## src/rtl/risc_alu_status.sv

```systemverilog
module risc_alu_status #(
  parameter int WIDTH = 8
) (
  input  logic             clk,
  input  logic             rst_n,
  input  logic [4:0]       op,
  input  logic [WIDTH-1:0] a,
  input  logic [WIDTH-1:0] b,
  input  logic             carry_in,
  input  logic             flag_we,
  input  logic             load_en,
  input  logic [7:0]       load_val,
  output logic [WIDTH-1:0] result,
  output logic [7:0]       flag_mask,
  output logic [7:0]       status_next,
  output logic [7:0]       status
);
  localparam int HALF = WIDTH / 2;
  localparam int MSB  = WIDTH - 1;
  localparam logic [WIDTH-1:0] MOST_NEG = {1'b1, {(WIDTH-1){1'b0}}};
  localparam logic [WIDTH-1:0] MOST_POS = {1'b0, {(WIDTH-1){1'b1}}};

  localparam logic [4:0] OP_ADD = 5'd0,  OP_ADC = 5'd1,  OP_SUB = 5'd2,  OP_SBC = 5'd3;
  localparam logic [4:0] OP_AND = 5'd4,  OP_OR  = 5'd5,  OP_XOR = 5'd6,  OP_COM = 5'd7;
  localparam logic [4:0] OP_NEG = 5'd8,  OP_INC = 5'd9,  OP_DEC = 5'd10, OP_LSL = 5'd11;
  localparam logic [4:0] OP_LSR = 5'd12, OP_ROL = 5'd13, OP_ROR = 5'd14, OP_ASR = 5'd15;
  localparam logic [4:0] OP_SWP = 5'd16;

  localparam logic [7:0] M_ARITH = 8'h3F;
  localparam logic [7:0] M_LOGIC = 8'h1E;
  localparam logic [7:0] M_SHIFT = 8'h1F;

  logic [WIDTH-1:0] x, y;
  logic             cin;
  logic [WIDTH:0]   add_w, sub_w;
  logic [HALF:0]    add_h, sub_h;

  assign x   = (op == OP_NEG) ? '0 : a;
  assign y   = (op == OP_NEG) ? a  : b;
  assign cin = (op == OP_ADC || op == OP_SBC) ? carry_in : 1'b0;

  assign add_w = {1'b0, x} + {1'b0, y} + {{WIDTH{1'b0}}, cin};
  assign sub_w = {1'b0, x} - {1'b0, y} - {{WIDTH{1'b0}}, cin};
  assign add_h = {1'b0, x[HALF-1:0]} + {1'b0, y[HALF-1:0]} + {{HALF{1'b0}}, cin};
  assign sub_h = {1'b0, x[HALF-1:0]} - {1'b0, y[HALF-1:0]} - {{HALF{1'b0}}, cin};

  logic [WIDTH-1:0] res;
  logic             c_f, h_f, v_f, n_f, z_f;
  logic [7:0]       mask;

  always_comb begin
    res  = a;
    c_f  = 1'b0;
    h_f  = 1'b0;
    v_f  = 1'b0;
    mask = 8'h00;
    case (op)
      OP_ADD, OP_ADC: begin
        res  = add_w[MSB:0];
        c_f  = add_w[WIDTH];
        h_f  = add_h[HALF];
        v_f  = (x[MSB] == y[MSB]) && (res[MSB] != x[MSB]);
        mask = M_ARITH;
      end
      OP_SUB, OP_SBC, OP_NEG: begin
        res  = sub_w[MSB:0];
        c_f  = sub_w[WIDTH];
        h_f  = sub_h[HALF];
        v_f  = (x[MSB] != y[MSB]) && (res[MSB] != x[MSB]);
        mask = M_ARITH;
      end
      OP_AND: begin res = a & b; mask = M_LOGIC; end
      OP_OR:  begin res = a | b; mask = M_LOGIC; end
      OP_XOR: begin res = a ^ b; mask = M_LOGIC; end
      OP_COM: begin res = ~a; c_f = 1'b1; mask = M_SHIFT; end
      OP_INC: begin res = a + 1'b1; v_f = (res == MOST_NEG); mask = M_LOGIC; end
      OP_DEC: begin res = a - 1'b1; v_f = (res == MOST_POS); mask = M_LOGIC; end
      OP_LSL: begin res = {a[MSB-1:0], 1'b0};     c_f = a[MSB]; mask = M_SHIFT; end
      OP_LSR: begin res = {1'b0, a[MSB:1]};       c_f = a[0];   mask = M_SHIFT; end
      OP_ROL: begin res = {a[MSB-1:0], carry_in}; c_f = a[MSB]; mask = M_SHIFT; end
      OP_ROR: begin res = {carry_in, a[MSB:1]};   c_f = a[0];   mask = M_SHIFT; end
      OP_ASR: begin res = {a[MSB], a[MSB:1]};     c_f = a[0];   mask = M_SHIFT; end
      OP_SWP: res = {a[HALF-1:0], a[MSB:HALF]};
      default: ;
    endcase
    if (op == OP_LSL || op == OP_LSR || op == OP_ROL || op == OP_ROR || op == OP_ASR)
      v_f = res[MSB] ^ c_f;
  end

  assign n_f = res[MSB];
  assign z_f = (res == '0) && (op != OP_SBC || status[1]);

  logic [7:0] fresh;
  assign fresh       = {2'b00, h_f, n_f ^ v_f, v_f, n_f, z_f, c_f};
  assign result      = res;
  assign flag_mask   = mask;
  assign status_next = (status & ~mask) | (fresh & mask);

  always_ff @(posedge clk or negedge rst_n) begin
    if (!rst_n)       status <= 8'h00;
    else if (load_en) status <= load_val;
    else if (flag_we) status <= status_next;
  end

  a_r3_sign_is_n_xor_v: assert property (@(posedge clk) disable iff (!rst_n)
    flag_mask[2] |-> status_next[4] == (status_next[2] ^ status_next[3]));
  a_r4_logic_keeps_c_h: assert property (@(posedge clk) disable iff (!rst_n)
    (op == OP_AND || op == OP_OR || op == OP_XOR) |->
      (status_next[5] == status[5] && status_next[0] == status[0] && !status_next[3]));
  a_r11_swap_no_flags: assert property (@(posedge clk) disable iff (!rst_n)
    (op == OP_SWP) |-> status_next == status);
  a_r12_commit: assert property (@(posedge clk) disable iff (!rst_n)
    (flag_we && !load_en) |=> status == $past(status_next));
  a_r12_it_kept: assert property (@(posedge clk) disable iff (!rst_n)
    !load_en |=> status[7:6] == $past(status[7:6]));
  a_r13_load: assert property (@(posedge clk) disable iff (!rst_n)
    load_en |=> status == $past(load_val));
  a_r2_zero_flag: assert property (@(posedge clk) disable iff (!rst_n)
    (flag_mask[1] && op != OP_SBC) |-> status_next[1] == (result == '0));
endmodule

```

## config.mk

```make
export PLATFORM = sky130hd
export DESIGN_NAME = risc_alu_status
export DESIGN_NICKNAME = d
export VERILOG_FILES = /design/src/rtl/risc_alu_status.sv
export SDC_FILE = /design/constraint.sdc
export NUM_CORES = 1
export LEC_CHECK = 0
export BUFFER_PORTS_ARGS = -buffer_cell sky130_fd_sc_hd__buf_4
export CAP_MARGIN = 20
export CORE_MARGIN = 1
export CORE_UTILIZATION = 50
export CTS_CLUSTER_DIAMETER = 100
export DETAILED_ROUTE_END_ITERATION = 16
export PLACE_DENSITY_LB_ADDON = 0.15
export SYNTH_ARGS = -nofsm -noshare
export SYNTH_HDL_FRONTEND = slang
export SYNTH_SLANG_ARGS = --single-unit
```

## constraint.sdc

```tcl
create_clock -name clk -period 3.88 [get_ports clk]
set_input_delay 0.388 -clock clk [delete_from_list [all_inputs] [get_ports clk]]
set_output_delay 0.388 -clock clk [all_outputs]
set_load 0.02 [all_outputs]
```

Yosys cells after proc, flatten, opt, wreduce, memory -nomap -nowiden. Index checks and enable logic that the tools add are counted.

Shift-type cells: 0. Multiply operators: 0. Add/sub/neg operators: 10. Muxes and demuxes: 11. Bitwise gates (word level): 10. Reductions and logical operators: 19. Divide/modulo/power cells: 0. Magnitude comparators: 0. Equality and inequality tests: 23.

Operator list (number): $pmux 8 s14 (1); $eq 5x4->1 const B (8); $mux 8 (4); $eq 5x3->1 const B (4); $pmux 6 s3 (1); $and 8x8->8 (2); $not 8->8 (2); $or 8x8->8 (2); $eq 5x2->1 const B (2); $reduce_or 5->1 (2); $add 8x8->9 (1); $add 9x1->9 (1); $sub 8x8->9 (1); $sub 9x1->9 (1); $add 8x1->8 const B (1); $and 6x8->8 (1); $eq 8x7->1 const B (1); $eq 8x8->1 const B (1); $logic_not 8->1 (1); $sub 8x1->8 const B (1); $xor 8x8->8 (1); $logic_or 1x1->1 (6); $reduce_or 3->1 (2); $reduce_or 6->1 (1); other kinds (18) (25).

Output and inout bits: 32. Memory bits (read-only): 0. Memories: 0. Input port bits: 34. RAM bits: 0. Bits in registers: 8. Word-level logic and storage cells: 74. Latch bits: 0.

Logic depth before layout (Yosys ltp). Gate-level depths: netlist of the first run.

Depth in word-level cells: 13. Depth in mapped cells: 18. Gate-level depth less buffers: 17.

Least setup slack after synthesis of the first run. OpenSTA, ideal clock, no wires.

Path kind: input port to output port. Start: in op[4]. End: out status_next[1]. Cell stages on the path: 16. Slack: -0.367 ns. Data required time: 3.492 ns. Buffers on the path: 2. Arrival: 3.859 ns. Cells stage by stage: buf_2 -> nor3b_2 -> nand2_1 -> clkbuf_1 -> nand2_1 -> fa_1 -> inv_1 -> fa_1 -> nand2b_1 -> a21oi_1 -> xor2_1 -> o211ai_1 -> o32a_1 -> a2111oi_2 -> o2111ai_1 -> a21oi_2.

Longest elaborated chain between the ends: 9. Elaborated cells between the ends (all ways): 40. Those cells by class: 4 x add/sub; 17 x eq/ne; 5 x mux; 4 x bitwise; 10 x reduce/logical.

Ends and longest elaborated chain: start, declared (line 6) `input logic [4:0] op,`; $eq 5x4->1 (tied with other cells) (line 38, 39, 57); $mux 8 (tied with other cells) (line 38) `assign x = (op == OP_NEG) ? '0 : a;`; $sub 8x8->9 (tied with other cells) (line 43) `assign sub_w = {1'b0, x} - {1'b0, y} - {{WIDTH{1'b0}}, cin};`; $sub 9x1->9 or $add 9x1->9 (tied branches) (line 43, 42); $pmux 8 s14 (*) (line 57) `case (op)`; net result[4] (line 13) `output logic [WIDTH-1:0] result,`; $logic_not 8->1 (*) (line 91) `assign z_f = (res == '0) && (op != OP_SBC || status[1]);`; $logic_and 1x1->1 (*) (line 91); $and 6x8->8 (*) (line 97) `assign status_next = (status & ~mask) | (fresh & mask);`; $or 8x8->8 (*) (line 97); end, declared (line 15) `output logic [7:0] status_next,`.

The timed path passes the listed nets; every way through them passes the cells marked *.

Worst setup path in the final report of the first run.
Start: in op[4]. End: out status_next[1].

Longest elaborated chain between the ends: 9. Elaborated cells between the ends (all ways): 40. Those cells by class: 4 x add/sub; 17 x eq/ne; 5 x mux; 4 x bitwise; 10 x reduce/logical.

Ends and longest elaborated chain (line): $eq 5x4->1 (tied with other cells) (38, 39, 57); $mux 8 (tied with other cells) (38); $sub 8x8->9 (tied with other cells) (43); $sub 9x1->9 or $add 9x1->9 (tied branches) (43, 42); $pmux 8 s14 (57); $logic_not 8->1 (91); $logic_and 1x1->1 (91); $and 6x8->8 (97); $or 8x8->8 (*) (97).

Every way passes the cells marked *; elsewhere a longest branch is shown, timed or not.

==> impl_metrics.toml, run 1 <==
[status]
status = "finished, violations left"
failed_checks = "setup timing"

[clock_network]
clockRootBuffer = "clkbuf_8"
cts_made_buffers = 3
clk_latency_ns = 0.23
max-clock-path-buffers = 2
clk_pin_slew_ns = 0.04
cts_tree = "yes"
htreeDepth = 1
cts.sink_count = 8

[timing]
tightest_slew_ns = 0.684
min_period_ns = 4.05
tns_ns = -0.386
hold_ws_ns = 0.386
maxSlewHeadroom = 0.540
rsz0062_at_grt = "yes"
fin_ws_ns = -0.173
max_freq_mhz = 247
fin_crit_sh = 1.04
hold_viol = 0
slew_viol_final = 0
finalSetupViolations = 3
finClkSkew_ns = 0

[global_route]
overflow = 0
grt_pass1_wl_um = 19400
grt.total_usage = 0.347
grt_max_degree = 31
grt_pass1_vias = 3734
antenna_found_initial = 0

[setup_path]
rr_startpoint = "status[1]$_DFFE_PN0N_"
worstPathMaxFanout = 8
reg2reg_depth = 4
critPathKind = "input pin to output pin"
cp_slowest_cell = "fa_2"
arrival_ns = 3.66
rr_endpoint = "status[1]$_DFFE_PN0N_"
reg2reg_slack_ns = 2.75
cp_common_cell = "buf_6"
cp-startpoint = "op[4]"
slowest_delay_ns = 0.41
end_kind = "output pin"
cp.required_ns = 3.49
worstPathCellList = "buf_8 > nor3b_4 > nand2_2 > buf_6 > nor2_2 > a21o_1 > inv_1 > fa_2 > nand2b_4 > a21oi_4 > xor2_2 > o211ai_1 > o32a_1 > a2111oi_4 > o2111ai_2 > a21oi_2 > buf_6"
cp-start-kind = "input pin"
crit_path_end = "status_next[1]"

[finish]
final_core_util = 0.738
nNetsFinal = 667
regMostFlops = "status"
n_antenna_cell = 0
area_delta_synth_final_pct = 42.5
reg_top3 = "status: 8 flops"
largest_reg_flops = 8
fill_cells = 479
finish.instance_area_um2 = 4660
drive_gt1_frac = 0.359

[floorplan]
core_area_um2 = 6310
dieHeight_um = 82.8
start_util = 0.518
ios = 66
dieArea_um2 = 6860
num_rows = 29
die_w_um = 82.8

[drt]
drc_errors = 0
dr.pass1.iters = 6
antenna_left = 0
vias_per_cell = 6.24
routedWlPerCell_um = 19.3
vias = 4150
drt_iter0_markers = 434
finalWirelength_um = 12800

[synth]
synthFlopType = "dfrtp_1"
synth_area_leaders = "ha_1 15%, dfrtp_1 6.1%, nand2_1 5.5%, inv_1 5.1%, o21ai_0 4.9%"
synth_edf_count = 0
synth.most_common_cell = "nand2_1"
synth_area_um2 = 3270
synthCells = 479
async_reset_ff_frac = 1.00
ys_types = 74
synth_seq_cells = 8
syn_area_per_cell_um2 = 6.82
yosysSeqAreaShare = 0.0613
synth_top_area_frac = 0.149
yosys.area.top_type = "ha_1"
synthTopCellsByCount = "48 x nand2_1, 44 x inv_1, 39 x ha_1"
synth_warnings = 0

[power_and_ir_drop]
power_mw = 0.920
power_density_nw_per_um2 = 197
leakagePower_nw = 2.13
vdd_drop_max_v = 0.000265

[hold_path]
holdPathStages = 3
hp-class = "input pin to register"

[placed_design]
place.gp.congestion = 0.993
io_buffers = 63
placed_cell_area_um2 = 4180
place.detailed.hpwl_um = 9280

[run]
maxCapViolCount = 0
logic make-up (layout without fill, tap and decap cells):
group	Yosys count	after routing	synth area share
AOI/OAI and AO/OA	138	138	0.290
xor gates and xnor gates	18	18	0.0482
adders and majority gates	43	43	0.174
buffers and inverters	83	191	0.107
DFF	8	8	0.0613
muxes	8	8	0.0291
other	1	2	0.00115
and+or+nand+nor	180	180	0.289
placed cells by master (no fill, tap or decap), types with 10 or more instances in the layout:
master    netlist  routed
a21oi_1        22      17
buf_4           7     129
ha_1           39      32
inv_1          44      40
nand2_1        48      43
nand2b_1       12      10
nand3_1        15      15
nor2_1         31      28
o21ai_0        32      23
o21ai_1         8      11
xnor2_1        14      14
stage by stage:
| step | worst slack [ns] | cells |
|---|---|---|
| after floorplan | -0.0312 | 480 |
| after global placement | -0.274 | 645 |
| after detailed placement | -0.259 | 645 |
| after CTS | -0.108 | 651 |
| after global routing | -0.289 | 665 |
| final | -0.173 | 665 |
critical path, delay by kind of cell:
| kind | cells | cell delay, ns |
|---|---|---|
| buf+inv | 4 | 0.50 |
| xor+xnor | 1 | 0.16 |
| simple gates | 4 | 0.60 |
| compound gates | 7 | 1.60 |
| fa+ha+maj | 1 | 0.41 |
worst min path at each step:
stage	start	endpoint
after global placement	rst_n	status[1]$_DFFE_PN0N_
after floorplan	rst_n	status[0]$_DFFE_PN0N_
final	load_val[2]	status[2]$_DFFE_PN0N_
after global routing	load_val[5]	status[5]$_DFFE_PN0N_
after CTS	load_val[5]	status[5]$_DFFE_PN0N_
after detailed placement	rst_n	status[1]$_DFFE_PN0N_
cell type report:
cell class                 count  area (um^2)  area share
sequential                     8          200      0.0430
tap                           77         96.3      0.0207
timing repair buffer         140         1100       0.236
clock buffer                   3         41.3     0.00887
inverter                      48          180      0.0387
multi-input combinational    389         3040       0.653
routing by layer:
metal | GRT usage | wire [um] | up-vias
met4 | 0.119 | 451 | 0
met1 | 0.476 | 5250 | 1919
met3 | 0.0338 | 1190 | 42
met5 | 0 | 0 | -
li1 | - | - | 1930
met2 | 0.566 | 5910 | 259
power breakdown:
group / switching, mW / internal [mW] / total [mW]
logic: 0.386 / 0.332 / 0.718
registers: 0.00698 / 0.0928 / 0.0998
clock network: 0.0342 / 0.0674 / 0.102
total: 0.427 / 0.492 / 0.920
what timing repair did:
item,in CTS,in global routing
hold endpoints to repair,8,0
pin swaps,7,30
hold buffers,1,0
buffers inserted,2,15
gates resized for setup,12,60
endpoints found under the setup margin,4,8
Power figures use the tool's default switching activity.
==> run 2: changes to the inputs <==
Clock period 3.88 ns to 4 ns, I/O delays scaled along.
==> impl_metrics.toml, run 2 (synthesized netlist as in run 1, its figures left out) <==
[setup_path]
critPathTopFamily = "compound AO/OA/AOI/OAI gates"
cp_slowest_cell = "a2111o_1"
critPathBufInv = 4
reg2reg_depth = 5
slowest_delay_ns = 0.42
worstPathCellList = "buf_8 > nor3b_4 > nand2_4 > nor2_1 > a21o_1 > buf_6 > fa_2 > inv_2 > fa_2 > nand2b_4 > a2111o_1 > and3_4 > o311ai_4 > a21oi_1 > a21boi_2 > o2111ai_2 > a21oi_2 > buf_4"
rr_endpoint = "status[0]$_DFFE_PN0N_"
reg2reg_slack_ns = 2.83
rr_startpoint = "status[0]$_DFFE_PN0N_"
cp_common_cell = "fa_2"
worstPathMaxFanout = 6
cp-start-kind = "input pin"
end_kind = "output pin"
cp-startpoint = "op[2]"
arrival_ns = 3.66
critPathKind = "input pin to output pin"
cp.required_ns = 3.60

[clock_network]
clk_latency_ns = 0.22
cts_tree = "yes"
htreeDepth = 1
clk_pin_slew_ns = 0.04
max-clock-path-buffers = 2
clockRootBuffer = "clkbuf_8"
cts.sink_count = 8
cts_made_buffers = 3

[placed_design]
dp_slack_ns = -0.207
place.gp.congestion = 0.972
io_buffers = 63
placed_cell_area_um2 = 4210
place.detailed.hpwl_um = 9380

[hold_path]
hold-path-endpoint = "status[0]$_DFFE_PN0N_"
hp-class = "input pin to register"
holdPathStages = 3
min_from = "load_val[0]"

[floorplan]
start_util = 0.518
core_area_um2 = 6310
dieArea_um2 = 6860
die_w_um = 82.8
num_rows = 29
ios = 66
dieHeight_um = 82.8

[drt]
vias = 4083
finalWirelength_um = 12400
drt_iter0_markers = 403
vias_per_cell = 6.20
routedWlPerCell_um = 18.8
drc_errors = 0
dr.pass1.iters = 5
antenna_left = 0

[status]
status = "finished, violations left"
failed_checks = "setup timing"

[power_and_ir_drop]
leakagePower_nw = 2.09
power_density_nw_per_um2 = 190
vdd_drop_max_v = 0.000301
power_mw = 0.854

[global_route]
grt_pass1_wl_um = 19600
grt.total_usage = 0.347
grt_max_degree = 32
overflow = 0
grt_pass1_vias = 3896
antenna_found_initial = 0

[timing]
hold_viol = 0
finClkSkew_ns = 0
maxSlewHeadroom = 0.416
finalSetupViolations = 1
slew_viol_final = 0
fin_ws_ns = -0.0646
tightest_slew_ns = 0.869
max_freq_mhz = 246
min_period_ns = 4.06
fin_crit_sh = 1.02
rsz0062_at_grt = "yes"

[finish]
final_cell_mix = "129 x buf_4, 46 x nand2_1, 40 x inv_1"
drive_gt1_frac = 0.320
layout_commonest_cell = "buf_4"
finish.instance_area_um2 = 4490
n_antenna_cell = 0
regMostFlops = "status"
nNetsFinal = 661
area_delta_synth_final_pct = 37.4
reg_top3 = "status: 8 flops"
largest_reg_flops = 8

[run]
maxCapViolCount = 0
[run 2: power breakdown]
part | internal [mW] | leakage [nW] | switching (mW)
combinational | 0.304 | 1.97 | 0.360
clock | 0.0650 | 0.0216 | 0.0288
sequential | 0.0901 | 0.0965 | 0.00672
[run 2: how the worst max path moves through the flow]
stage / end / slack (ns) / depth (start not counted)
final: status_next[1] / -0.06 / 18
after detailed placement: status_next[3] / -0.21 / 19
after CTS: status_next[1] / 0.002 / 18
after global placement: status_next[1] / -0.18 / 17
after floorplan: status_next[1] / 0.02 / 16
after global routing: status_next[1] / -0.17 / 18
[run 2: stage by stage]
step	cells	util	hold WS, ns	setup TNS, ns
floorplan	480	-	0.104	0
global placement	651	0.667	0.224	-0.512
detailed placement	651	0.667	0.224	-0.763
CTS	657	0.694	0.390	0
global route	659	0.711	0.394	-0.257
finish	659	0.711	0.391	-0.0646
[run 2: layout make-up]
cell class / count / area, um^2
Multi-Input combinational cell: 389 / 2940
Fill cell: 550 / 1820
Timing Repair Buffer: 134 / 1030
Sequential cell: 8 / 200
Inverter: 48 / 180
Tap cell: 77 / 96.3
Clock buffer: 3 / 41.3
[run 2: worst min-delay path: stages]
cell and delay (ns):
buf_4 0.08, nand2_1 0.04, o21ai_1 0.06
[run 2: what timing repair did]
| item | 4_1_cts | 5_1_grt |
|---|---|---|
| endpoints found under the hold margin | 8 | 0 |
| buffers inserted | 2 | 2 |
| hold buffers | 1 | 0 |
| setup endpoints to repair | 4 | 7 |
| gates resized for setup | 21 | 24 |
| pin swaps | 13 | 17 |
[run 2: metal layers]
metal / part of all wire / GRT usage
met5: 0 / 0
met4: 0.032 / 0.113
met3: 0.078 / 0.0427
met1: 0.42 / 0.471
met2: 0.47 / 0.570
==> run 3: changes to the inputs <==
Settings changed: ABC_AREA set to 1, PLACE_DENSITY set to 0.83, PLACE_DENSITY_LB_ADDON 0.15 to unset.
==> impl_metrics.toml, run 3 <==
[status]
status = "finished clean"

[floorplan]
num_rows = 30
start_util = 0.517
dieArea_um2 = 7360
dieHeight_um = 85.8
core_area_um2 = 6790
die_w_um = 85.8
ios = 66

[clock_network]
cts_made_buffers = 3
clk_latency_ns = 0.23
cts_tree = "yes"
max-clock-path-buffers = 2
clockRootBuffer = "clkbuf_8"
cts.sink_count = 8
htreeDepth = 1
clk_pin_slew_ns = 0.04

[finish]
largest_reg_flops = 8
drive_gt1_frac = 0.265
final_cell_mix = "205 x nand2_1, 93 x buf_4, 87 x inv_1"
stdcell_count = 825
nNetsFinal = 808
reg_top3 = "status: 8 flops"
multi_input_area_um2 = 2980
area_delta_synth_final_pct = 31.0
n_antenna_cell = 0
regMostFlops = "status"
layout_commonest_cell = "nand2_1"
regArea_um2 = 200
fill_cells = 599

[timing]
hold_viol = 0
hold_ws_ns = 0.373
finalSetupViolations = 0
slew_viol_final = 0
fin_crit_sh = 0.956
finClkSkew_ns = 0
tns_ns = 0
min_period_ns = 3.82
maxSlewHeadroom = 0.645
tightest_slew_ns = 0.531
max_freq_mhz = 262

[setup_path]
reg2reg_depth = 6
arrival_ns = 3.42
cp_slowest_cell = "ha_4"
rr_startpoint = "status[4]$_DFFE_PN0N_"
critPathBufInv = 8
slowest_delay_ns = 0.30
worstPathCellList = "buf_8 > inv_4 > nor2_4 > nand3_4 > buf_12 > clkinvlp_4 > nor2_4 > inv_2 > ha_4 > inv_4 > ha_4 > nand2_4 > inv_2 > nand4_1 > nand3_1 > nand2_1 > nand3_2 > nand3_2 > nor3_4 > nand4_1 > nand2_1 > nand2_1 > nor2_2 > buf_6"
critPathKind = "input pin to output pin"
worstPathMaxFanout = 7
end_kind = "output pin"
reg2reg_slack_ns = 3.01
critPathTopFamily = "simple AND/OR/NAND/NOR gates"
cp-start-kind = "input pin"
cp_common_cell = "nand2_1"
cp.required_ns = 3.60
rr_endpoint = "status[4]$_DFFE_PN0N_"

[hold_path]
holdPathStages = 3
hold-path-endpoint = "status[7]$_DFFE_PN0P_"
hp-class = "input pin to register"
min_from = "load_val[7]"

[drt]
vias_per_cell = 5.60
drt_iter0_markers = 405
routedWlPerCell_um = 15.3
dr.pass1.iters = 5
antenna_left = 0
drc_errors = 0
vias = 4618
finalWirelength_um = 12600

[global_route]
grt.total_usage = 0.322
grt_pass1_wl_um = 18800
overflow = 0
grt_max_degree = 21
antenna_found_initial = 0
grt_pass1_vias = 3988

[synth]
synth_warnings = 0
synth_area_um2 = 3510
synth_top_area_frac = 0.226
synth_area_leaders = "nand2_1 23%, ha_1 14%, inv_1 11%, nand3_1 8.0%, nor2_1 7.8%"
ys_types = 34
synthFlopType = "dfrtp_1"
yosys.area.top_type = "nand2_1"
synth_edf_count = 0
syn_area_per_cell_um2 = 5.42
synthCells = 648
async_reset_ff_frac = 1.00
synth_seq_cells = 8
yosysSeqAreaShare = 0.0570
synth.most_common_cell = "nand2_1"
synthTopCellsByCount = "211 x nand2_1, 101 x inv_1, 73 x nor2_1"

[power_and_ir_drop]
power_density_nw_per_um2 = 181
leakagePower_nw = 2.58
power_mw = 0.834
vdd_drop_max_v = 0.0000938

[placed_design]
place.gp.congestion = 1.01
place.detailed.hpwl_um = 9500
place_inst = 804
io_buffers = 63

[run]
maxCapViolCount = 0
## run 3: logic make-up (layout without fill, tap and decap cells)
group | after synthesis | after routing | share of synthesized area
xor+xnor | 5 | 5 | 0.0125
fa+ha+maj | 43 | 43 | 0.162
simple gates | 407 | 407 | 0.527
flops | 8 | 8 | 0.0570
compound gates | 48 | 48 | 0.0756
other cells | 1 | 2 | 0.00107
buf+inv | 136 | 216 | 0.165
## run 3: routing by layer
metal	GRT usage	routed length, um
met2	0.538	5790
met5	0	0
met4	0.0924	470
met3	0.0529	1280
met1	0.426	5080
## run 3: how the worst max path moves through the flow
stage / startpoint / end / cells past startpoint
6_report: op[3] / status_next[1] / 24
5_1_grt: op[3] / status_next[1] / 24
4_1_cts: op[1] / status_next[4] / 20
3_5_place_dp: op[3] / status_next[1] / 24
3_3_place_gp: op[3] / status_next[1] / 24
2_1_floorplan: op[2] / status_next[4] / 22
## run 3: layout make-up
cell class	count	share of cell area
Inverter	112	0.0944
Multi-Input combinational cell	505	0.647
Sequential cell	8	0.0435
Timing Repair Buffer	101	0.180
Clock buffer	3	0.00897
Tap cell	96	0.0261
## run 3: metrics by stage
stage                     setup WS (ns)  instance area [um^2]   util
final                             0.176                  4600  0.677
after global routing            -0.0711                  4600  0.677
after CTS                        0.0523                  4160  0.612
after detailed placement        -0.0250                  4100  0.603
after global placement          -0.0231                  4100  0.603
after floorplan                   0.358                  3510      -
## run 3: what timing repair did
action / 4_1_cts / 5_1_grt
gates cloned: 0 / 2
pin swaps: 0 / 34
resized for setup: 1 / 80
endpoints found under the hold margin: 8 / 0
setup buffers: 0 / 15
hold buffers: 1 / 0
setup endpoints to repair: 1 / 4
## run 3: tightest hold or removal path: stages
cell     delay [ns]
buf_4          0.07
nand2_1        0.04
nand2_1        0.05
## run 3: where the power goes
group / switching, mW / internal (mW)
sequential: 0.00811 / 0.0900
combinational: 0.386 / 0.251
clock: 0.0332 / 0.0653
